--- src/rtl/qdr4_pkg.sv ---
`timescale 1ns/1ps
package qdr4_pkg;
   localparam int unsigned BURST_LEN = 4;
   localparam int unsigned BEAT_W    = 2;
   localparam int unsigned CNT_W     = 3;

   typedef logic [BEAT_W-1:0] beat_t;
   typedef logic [CNT_W-1:0]  cnt_t;

   // beats still to go -> index of the beat issued now
   function automatic beat_t beat_of(cnt_t left);
      cnt_t idx;
      idx = cnt_t'(BURST_LEN) - left;
      return idx[BEAT_W-1:0];
   endfunction
endpackage

--- src/rtl/qdr4_burst_seq.sv ---
`timescale 1ns/1ps
module qdr4_burst_seq
   import qdr4_pkg::*;
#(
   parameter int unsigned ADDR_W     = 4,
   parameter bit          TAKE_PHASE = 1'b0,
   localparam int unsigned WORD_W    = ADDR_W + BEAT_W
) (
   input  logic              clk,
   input  logic              rst_n,
   input  logic              ph,
   input  logic              sel_n,
   input  logic [ADDR_W-1:0] addr,
   output logic              bv,
   output logic [WORD_W-1:0] bword
);
   cnt_t              left_q;
   logic [ADDR_W-1:0] base_q;
   logic              take;

   // accept on own phase when idle or on the final beat of the running burst
   always_comb take = (ph == TAKE_PHASE) && !sel_n && (left_q <= cnt_t'(1));

   always_ff @(posedge clk) begin
      if (!rst_n) begin
         left_q <= '0;
         base_q <= '0;
         bv     <= 1'b0;
         bword  <= '0;
      end else begin
         if (take) begin
            left_q <= cnt_t'(BURST_LEN);
            base_q <= addr;
         end else if (left_q != '0) begin
            left_q <= left_q - cnt_t'(1);
         end
         bv    <= (left_q != '0);
         bword <= {base_q, beat_of(left_q)};
      end
   end
endmodule

--- src/rtl/qdr4_lane.sv ---
`timescale 1ns/1ps
module qdr4_lane #(
   parameter int unsigned WORD_W = 6,
   parameter int unsigned BYTE_W = 8,
   localparam int unsigned WORDS = 2 ** WORD_W
) (
   input  logic              clk,
   input  logic              c_en,
   input  logic [WORD_W-1:0] c_word,
   input  logic [BYTE_W-1:0] c_data,
   input  logic              f_en,
   input  logic [WORD_W-1:0] f_word,
   input  logic [BYTE_W-1:0] f_data,
   input  logic [WORD_W-1:0] r_word,
   output logic [BYTE_W-1:0] r_data
);
   logic [BYTE_W-1:0] mem [WORDS];

   always_ff @(posedge clk) begin
      if (c_en) mem[c_word] <= c_data;
   end

   // newest in-flight byte wins, then the one being committed, then the array
   always_comb begin
      if (f_en && (f_word == r_word))      r_data = f_data;
      else if (c_en && (c_word == r_word)) r_data = c_data;
      else                                 r_data = mem[r_word];
   end
endmodule

--- src/rtl/qdr4_sram.sv ---
`timescale 1ns/1ps
module qdr4_sram
   import qdr4_pkg::*;
#(
   parameter int unsigned ADDR_W = 4,
   parameter int unsigned DATA_W = 16,
   parameter int unsigned BYTE_W = 8,
   localparam int unsigned NBYTES = DATA_W / BYTE_W,
   localparam int unsigned WORD_W = ADDR_W + BEAT_W
) (
   input  logic              clk,
   input  logic              rst_n,
   input  logic              lat_full,
   input  logic              rd_n,
   input  logic              wr_n,
   input  logic [ADDR_W-1:0] addr,
   input  logic [DATA_W-1:0] wdata,
   input  logic [NBYTES-1:0] wbe,
   output logic [DATA_W-1:0] rdata,
   output logic              rvalid,
   output logic              echo,
   output logic              cmd_phase
);
   if (DATA_W % BYTE_W != 0) begin : g_bad_lane
      $error("DATA_W must be a whole number of BYTE_W lanes");
   end
   if (ADDR_W < 1 || ADDR_W > 10) begin : g_bad_addr
      $error("ADDR_W must lie in 1..10");
   end

   logic ph_q;
   always_ff @(posedge clk) begin
      if (!rst_n) ph_q <= 1'b0;
      else        ph_q <= ~ph_q;
   end
   assign cmd_phase = ph_q;

   // read side: beat requests, optional extra stage for the longer latency
   logic              r1_v, r2_v, rs_v;
   logic [WORD_W-1:0] r1_word, r2_word, rs_word;

   qdr4_burst_seq #(.ADDR_W(ADDR_W), .TAKE_PHASE(1'b0)) u_rseq (
      .clk(clk), .rst_n(rst_n), .ph(ph_q), .sel_n(rd_n), .addr(addr),
      .bv(r1_v), .bword(r1_word)
   );

   always_ff @(posedge clk) begin
      if (!rst_n) begin
         r2_v    <= 1'b0;
         r2_word <= '0;
      end else begin
         r2_v    <= r1_v;
         r2_word <= r1_word;
      end
   end

   always_comb begin
      rs_v    = lat_full ? r2_v    : r1_v;
      rs_word = lat_full ? r2_word : r1_word;
   end

   // write side: input register aligned with the sequencer, then commit stage
   logic              w1_v, w2_v;
   logic [WORD_W-1:0] w1_word, w2_word;
   logic [DATA_W-1:0] wd_q, w2_data;
   logic [NBYTES-1:0] wbe_q, w2_be;

   qdr4_burst_seq #(.ADDR_W(ADDR_W), .TAKE_PHASE(1'b1)) u_wseq (
      .clk(clk), .rst_n(rst_n), .ph(ph_q), .sel_n(wr_n), .addr(addr),
      .bv(w1_v), .bword(w1_word)
   );

   always_ff @(posedge clk) begin
      if (!rst_n) begin
         wd_q    <= '0;
         wbe_q   <= '0;
         w2_v    <= 1'b0;
         w2_word <= '0;
         w2_data <= '0;
         w2_be   <= '0;
      end else begin
         wd_q    <= wdata;
         wbe_q   <= wbe;
         w2_v    <= w1_v;
         w2_word <= w1_word;
         w2_data <= wd_q;
         w2_be   <= wbe_q;
      end
   end

   // byte lanes
   logic [DATA_W-1:0] rd_word_data;

   for (genvar g = 0; g < NBYTES; g++) begin : g_lane
      qdr4_lane #(.WORD_W(WORD_W), .BYTE_W(BYTE_W)) u_lane (
         .clk   (clk),
         .c_en  (w2_v & w2_be[g]),
         .c_word(w2_word),
         .c_data(w2_data[g*BYTE_W +: BYTE_W]),
         .f_en  (w1_v & wbe_q[g]),
         .f_word(w1_word),
         .f_data(wd_q[g*BYTE_W +: BYTE_W]),
         .r_word(rs_word),
         .r_data(rd_word_data[g*BYTE_W +: BYTE_W])
      );
   end

   // registered output stage
   always_ff @(posedge clk) begin
      if (!rst_n) begin
         rvalid <= 1'b0;
         rdata  <= '0;
         echo   <= 1'b0;
      end else begin
         rvalid <= rs_v;
         if (rs_v) rdata <= rd_word_data;
         echo   <= echo ^ rs_v;
      end
   end
endmodule

--- config.mk ---
export PLATFORM = sky130hd
export DESIGN_NAME = qdr4_sram
export DESIGN_NICKNAME = d
export VERILOG_FILES = /design/src/rtl/qdr4_pkg.sv /design/src/rtl/qdr4_burst_seq.sv /design/src/rtl/qdr4_lane.sv /design/src/rtl/qdr4_sram.sv
export SDC_FILE = /design/constraint.sdc
export NUM_CORES = 2
export LEC_CHECK = 0
export BUFFER_PORTS_ARGS = -buffer_cell sky130_fd_sc_hd__buf_2
export CAP_MARGIN = 5
export CORE_MARGIN = 2
export CORE_UTILIZATION = 32
export DETAILED_ROUTE_END_ITERATION = 12
export GPL_TIMING_DRIVEN = 0
export SLEW_MARGIN = 10
export SYNTH_ARGS = -nofsm -noshare
export SYNTH_HDL_FRONTEND = slang
export SYNTH_SLANG_ARGS = --single-unit
--- constraint.sdc ---
create_clock -name clk -period 6.45 [get_ports clk]
set_input_delay 0.3225 -clock clk [delete_from_list [all_inputs] [get_ports clk]]
set_output_delay 0.3225 -clock clk [all_outputs]
set_load 0.01 [all_outputs]
Word-level counts from Yosys, hierarchy flattened
Memories as Yosys holds them, arrays and structs flattened.
Cells that the tools add are included.
{ "totals": {"ff_bits": 97, "ram_bits": 1024, "in_bits": 27, "wordCells": 69, "memories": 2} }
{ "mem_list": {"columns": ["memory", "depth", "word_bits", "read_ports", "rd_clocked_by_memory_dff", "write_ports", "line_no", "source"], "rows": [
  ["g_lane[0].u_lane.mem", 64, 8, 1, 0, 1, "qdr4_lane.sv:17", "logic [BYTE_W-1:0] mem [WORDS];"],
  ["g_lane[1].u_lane.mem", 64, 8, 1, 0, 1, "qdr4_lane.sv:17", null]
]} }
{ "op_classes": {"n_addsub": 4, "magnitude_cmp": 2, "eq_ne": 2, "mux": 14, "n_bitwise": 7, "reduce_logical": 16} }
{ "ops": {"columns": ["operator", "n"], "rows": [
  ["8-bit two-way mux", 4],
  ["6-bit equality test", 2],
  ["3-bit two-way mux", 4],
  ["1-bit logical AND", 8],
  ["3-bit by 1-bit less-or-equal comparator with 1-bit output, second input constant", 2],
  ["6-bit two-way mux", 1],
  ["3-bit nonzero test", 2],
  ["3-bit by 1-bit subtractor with 3-bit output, second input constant", 2],
  ["1-bit two-way mux", 5],
  ["1-bit AND", 4],
  ["2-bit nonzero test", 2],
  ["2-bit OR reduction", 2],
  ["1-bit by 2-bit subtractor with 2-bit output, first input constant", 2],
  ["1-bit zero test", 2],
  ["1-bit inverter", 2],
  ["1-bit bitwise XOR", 1]
]} }

Depth between registers and ports, before layout
{ "depth": {"ltp_word": 5, "depth_mapped": 13, "depth_no_buf": 7} }

Cells and area by module
Synthesis repeated with hierarchy kept, for this count alone.
{ "unflattened": {"hier_cells": 2360, "area_unflattened_um2": 44197.4} }
{ "by_module_without_submodules": {"columns": ["module", "instances", "cells_per_inst", "area_per_inst_um2"], "rows": [
  ["qdr4_lane", 2, 1031, 20469.6],
  ["qdr4_sram", 1, 194, 2190.9],
  ["qdr4_burst_seq (u_rseq)", 1, 52, 538.0],
  ["qdr4_burst_seq (u_wseq)", 1, 52, 529.3]
]} }

Worst setup path after synthesis
No wires, ideal clock.
{ "synth_timing": {"path_type": "in2reg", "from": "input lat_full", "to": "register rdata[5]", "arrival_time_ns": 2.278, "required_ns": 6.326, "slack_ns": 4.049, "stages": 10, "n_path_buf": 4, "cell_sequence": "buf_6 > mux2_4 > buf_6 > buf_6 > buf_2 > mux4_2 > a22oi_1 > a21oi_1 > o31ai_2 > o21ai_1"} }
{ "synth_between": {"elab_chain_cells": 5} }
{ "synth_lines": {"columns": ["element", "line_no", "source"], "rows": [
  ["from (decl)", "qdr4_sram.sv:13", "input logic lat_full,"],
  ["parallel branches: the longest is 5 deep, another holds memory read 64 x 8 bit", null, null],
  ["to (signal assigned)", "qdr4_sram.sv:116", "if (rs_v) rdata <= rd_word_data;"],
  ["to (decl)", "qdr4_sram.sv:19", "output logic [DATA_W-1:0] rdata,"]
]} }
Several ways; the timed one is not identified.
A chain may end at the register's enable or synchronous reset.

Final worst setup path
{ "layout_timing": {"from": "register r2_word[2]", "to": "register rdata[2]"} }
{ "layout_between": {"elab_chain_cells": 5} }
{ "layout_lines": {"columns": ["element", "line_no", "source"], "rows": [
  ["from (decl)", "qdr4_sram.sv:40", "logic [WORD_W-1:0] r1_word, r2_word, rs_word;"],
  ["from (signal assigned)", "qdr4_sram.sv:53", "r2_word <= r1_word;"],
  ["6-bit two-way mux (*)", "qdr4_sram.sv:59", "rs_word = lat_full ? r2_word : r1_word;"],
  ["parallel branches: the longest is 3 deep, another holds memory read 64 x 8 bit", null, null],
  ["8-bit two-way mux (*)", "qdr4_lane.sv:25", "if (f_en && (f_word == r_word)) r_data = f_data;"]
]} }
Every way passes the cells marked *.

==> results.cfg <==
[timing]
slew_viol_final = 0
tns_ns = 0
finalHoldViolations = 0
setup_viol = 0
fin_crit_ns = 4.16
tightest_slew_ns = 1.30
rsz0062_at_grt = no
min_period_over_period_pct = 64.4
finClkSkew_ns = 0.0336
max-slew-margin-rel_pct = 13.3
max_freq_ghz = 0.241

[placed_design]
gp_congestion = 0.899
io_buffer_count = 43
dp_hpwl_um = 82500

[logic_synthesis]
synth_top_cell_by_area = edfxtp_1
yosys_warnings = 0
synth_cells = 2370
synth_top_area_share_pct = 70.3
ys_ff_latch = 1121
yosysMostFrequentCell = edfxtp_1
syn_nets = 2405
ys_types = 63
synth_ff_type = edfxtp_1
synth-edff-count = 1024
synth_area_leaders = edfxtp_1, mux4_2, dfxtp_1, mux2i_1, nand2_1
synthTopCellsByCount = edfxtp_1, mux4_2, nand2_1, nor2_1, mux2i_1
ys_seq_area_share_pct = 74.7
netlist_area_um2 = 43700
async_reset_ff_share_pct = 0
avgSynthCellArea_um2 = 18.5

[cells_and_area]
drive_above_1_share_pct = 20.5
fin_nets = 2590
multi_input_area_um2 = 10200
fin_util_pct = 37.0
num_antenna_cells = 0
nFillCells = 12500
area_growth_pct = 14.7
seq_area_um2 = 32700

[drt]
wirelength_um = 124000
drtAntennaViolNets = 0
dr.first_iter.drc_count = 3172
drc = 0
wl_per_cell_um = 28.0
viasPerCell = 5.34
vias = 23600
drtPass1Iterations = 8

[floorplanning]
top_level_ports = 46
initial_core_util_pct = 32.3
die_w_um = 374
die_h_um = 374
coreArea_um2 = 136000
die_area_um2 = 140000
row_count = 135

[pwr]
powerDensity_nw_per_um2 = 340
ir_drop_uv = 177
leakagePower_nw = 15.8

[clock_network]
clkTransAtPathRegs_ns = 0.07
clk_path_buf_depth = 3
clk_latency_ns = 0.70
cts_made_buffers = 107
clock-root-buffer = clkbuf_16
cts_tree = done
htree_levels = 3
clock_sinks = 1121
cts.repair.resized = 0

[global_route]
grt_first_pass_wirelength_um = 174000
grt_max_degree = 66
grt_overflow = 0
antenna_found_initial = 3
grt_use_total_pct = 17.5
grt_pass1_vias = 23200

[setup_path]
critPathMaxStageDelay_ns = 1.00
path_buf_inv = 2
cp_cell_sequence = mux2i_1 -> clkbuf_1 -> nor2_1 -> clkbuf_1 -> a22oi_1 -> nand2_1 -> a22oi_1 -> a21oi_1
critPathKind = reg2reg
cp_slowest_cell = clkbuf_1
end_kind = flop
cp-start-kind = flop
crit_required_ns = 7.01
r2r_cells = 8
path_depth = 8
critPathMaxFanout = 10
cp_top_family = buffers and inverters
worstPathArrival_ns = 4.72

[flow_run]
maxCapViolCount = 0

[worst_hold_path]
hold_path.class = in2reg
hold_path_depth = 2

[status]
status = complete, no violations
[path summary, 6_finish.rpt]
path | start | endpoint | slack [ns]
worst min-delay path | rst_n | u_rseq.base_q[1] | 0.05
worst max-delay path | r2_word[2] | rdata[2] | 2.29
worst min register to register | wd_q[15] | w2_data[15] | 0.47
worst max register to register | r2_word[2] | rdata[2] | 2.29
[cells in the final DEF, fill, tap and decap left out, types with 8 or more instances in the layout]
cell	Yosys	layout
mux2i_1	112	112
edfxtp_1	1024	1024
or3_1	15	15
a221o_1	12	12
and3_1	15	15
bufinv_16	0	10
clkbuf_1	50	71
buf_4	14	14
a31oi_1	11	10
nor2b_1	12	12
nand3_1	46	46
nor2_1	159	159
o22ai_1	11	11
xnor2_1	13	13
clkinv_1	0	15
and2_1	66	66
dfxtp_1	97	81
inv_1	23	23
a21oi_1	46	46
mux4_2	214	214
buf_12	0	8
buf_6	18	19
nand4_1	11	11
a221oi_1	12	12
nand2_1	180	180
a22oi_1	30	30
dfxtp_2	0	10
dlygate4sd3_1	0	22
clkinv_2	0	22
clkbuf_16	0	109
nor4_1	10	10
ha_1	8	8
buf_2	41	84
o21ai_0	8	8
o211ai_1	17	17
nor3_1	13	13
[layer usage]
metal | vias to the layer above | routed length (um) | global-route usage, %
li1 | 9809 | - | -
met2 | 1154 | 58400 | 27.9
met1 | 12400 | 50100 | 23.7
met5 | - | 0 | 0
met4 | 0 | 5160 | 7.27
met3 | 233 | 10200 | 2.76
[state kept, by name (all words and copies together) (netlist names)]
register / count
rdata: 16
wbe_q: 2
r2_word: 6
w2_word: 6
rvalid: 1
u_wseq.base_q: 4
u_wseq.bword: 6
u_rseq.left_q: 3
w2_data: 16
w2_be: 2
u_rseq.base_q: 4
r2_v: 1
u_wseq.bv: 1
wd_q: 16
echo: 1
g_lane.u_lane.mem: 1024
u_wseq.left_q: 3
cmd_phase: 1
u_rseq.bv: 1
u_rseq.bword: 6
w2_v: 1
[timing repair]
action / 4_1_cts / 5_1_grt
hold buffers: 22 / 0
setup endpoints to repair: 0 / 0
buffers inserted: 0 / 0
endpoints found under the hold margin: 26 / 0
[power breakdown]
part	internal (mW)	switching, mW
logic	0.989	1.62
registers	7.98	0.140
clock network	3.58	2.74
total	12.5	4.50
[cell type report]
cell class	instances	area share, %
plain buffers	130	1.49
clock buffers	137	5.77
clock inverters	62	1.22
inverters	23	0.172
multi-input cells	1096	20.4
flip-flops and latches	1121	65.2
well taps	1781	4.44
repair buffers	76	1.32
[stage by stage]
stage,power (mW),setup WS (ns),instance area (um^2),hold slack (ns),std cells
floorplan,9.78,4.05,43700,0.423,2370
global placement,10.8,2.40,46200,0.441,4194
detailed placement,10.8,2.41,46500,0.440,4205
CTS,17.1,2.51,50200,0.0170,4426
global route,17.5,2.30,50200,0.0639,4426
finish,17.1,2.29,50200,0.0460,4426
[cell families after synthesis]
| group | share of synthesized area, % |
|---|---|
| AO/OA/AOI/OAI | 3.07 |
| XOR/XNOR | 0.300 |
| adder cells (fa/ha/maj) | 0.229 |
| buffers and inverters | 1.91 |
| flip-flops | 74.7 |
| multiplexers | 13.9 |
| AND/OR/NAND/NOR | 5.85 |
Power figures use the tool's default switching activity.
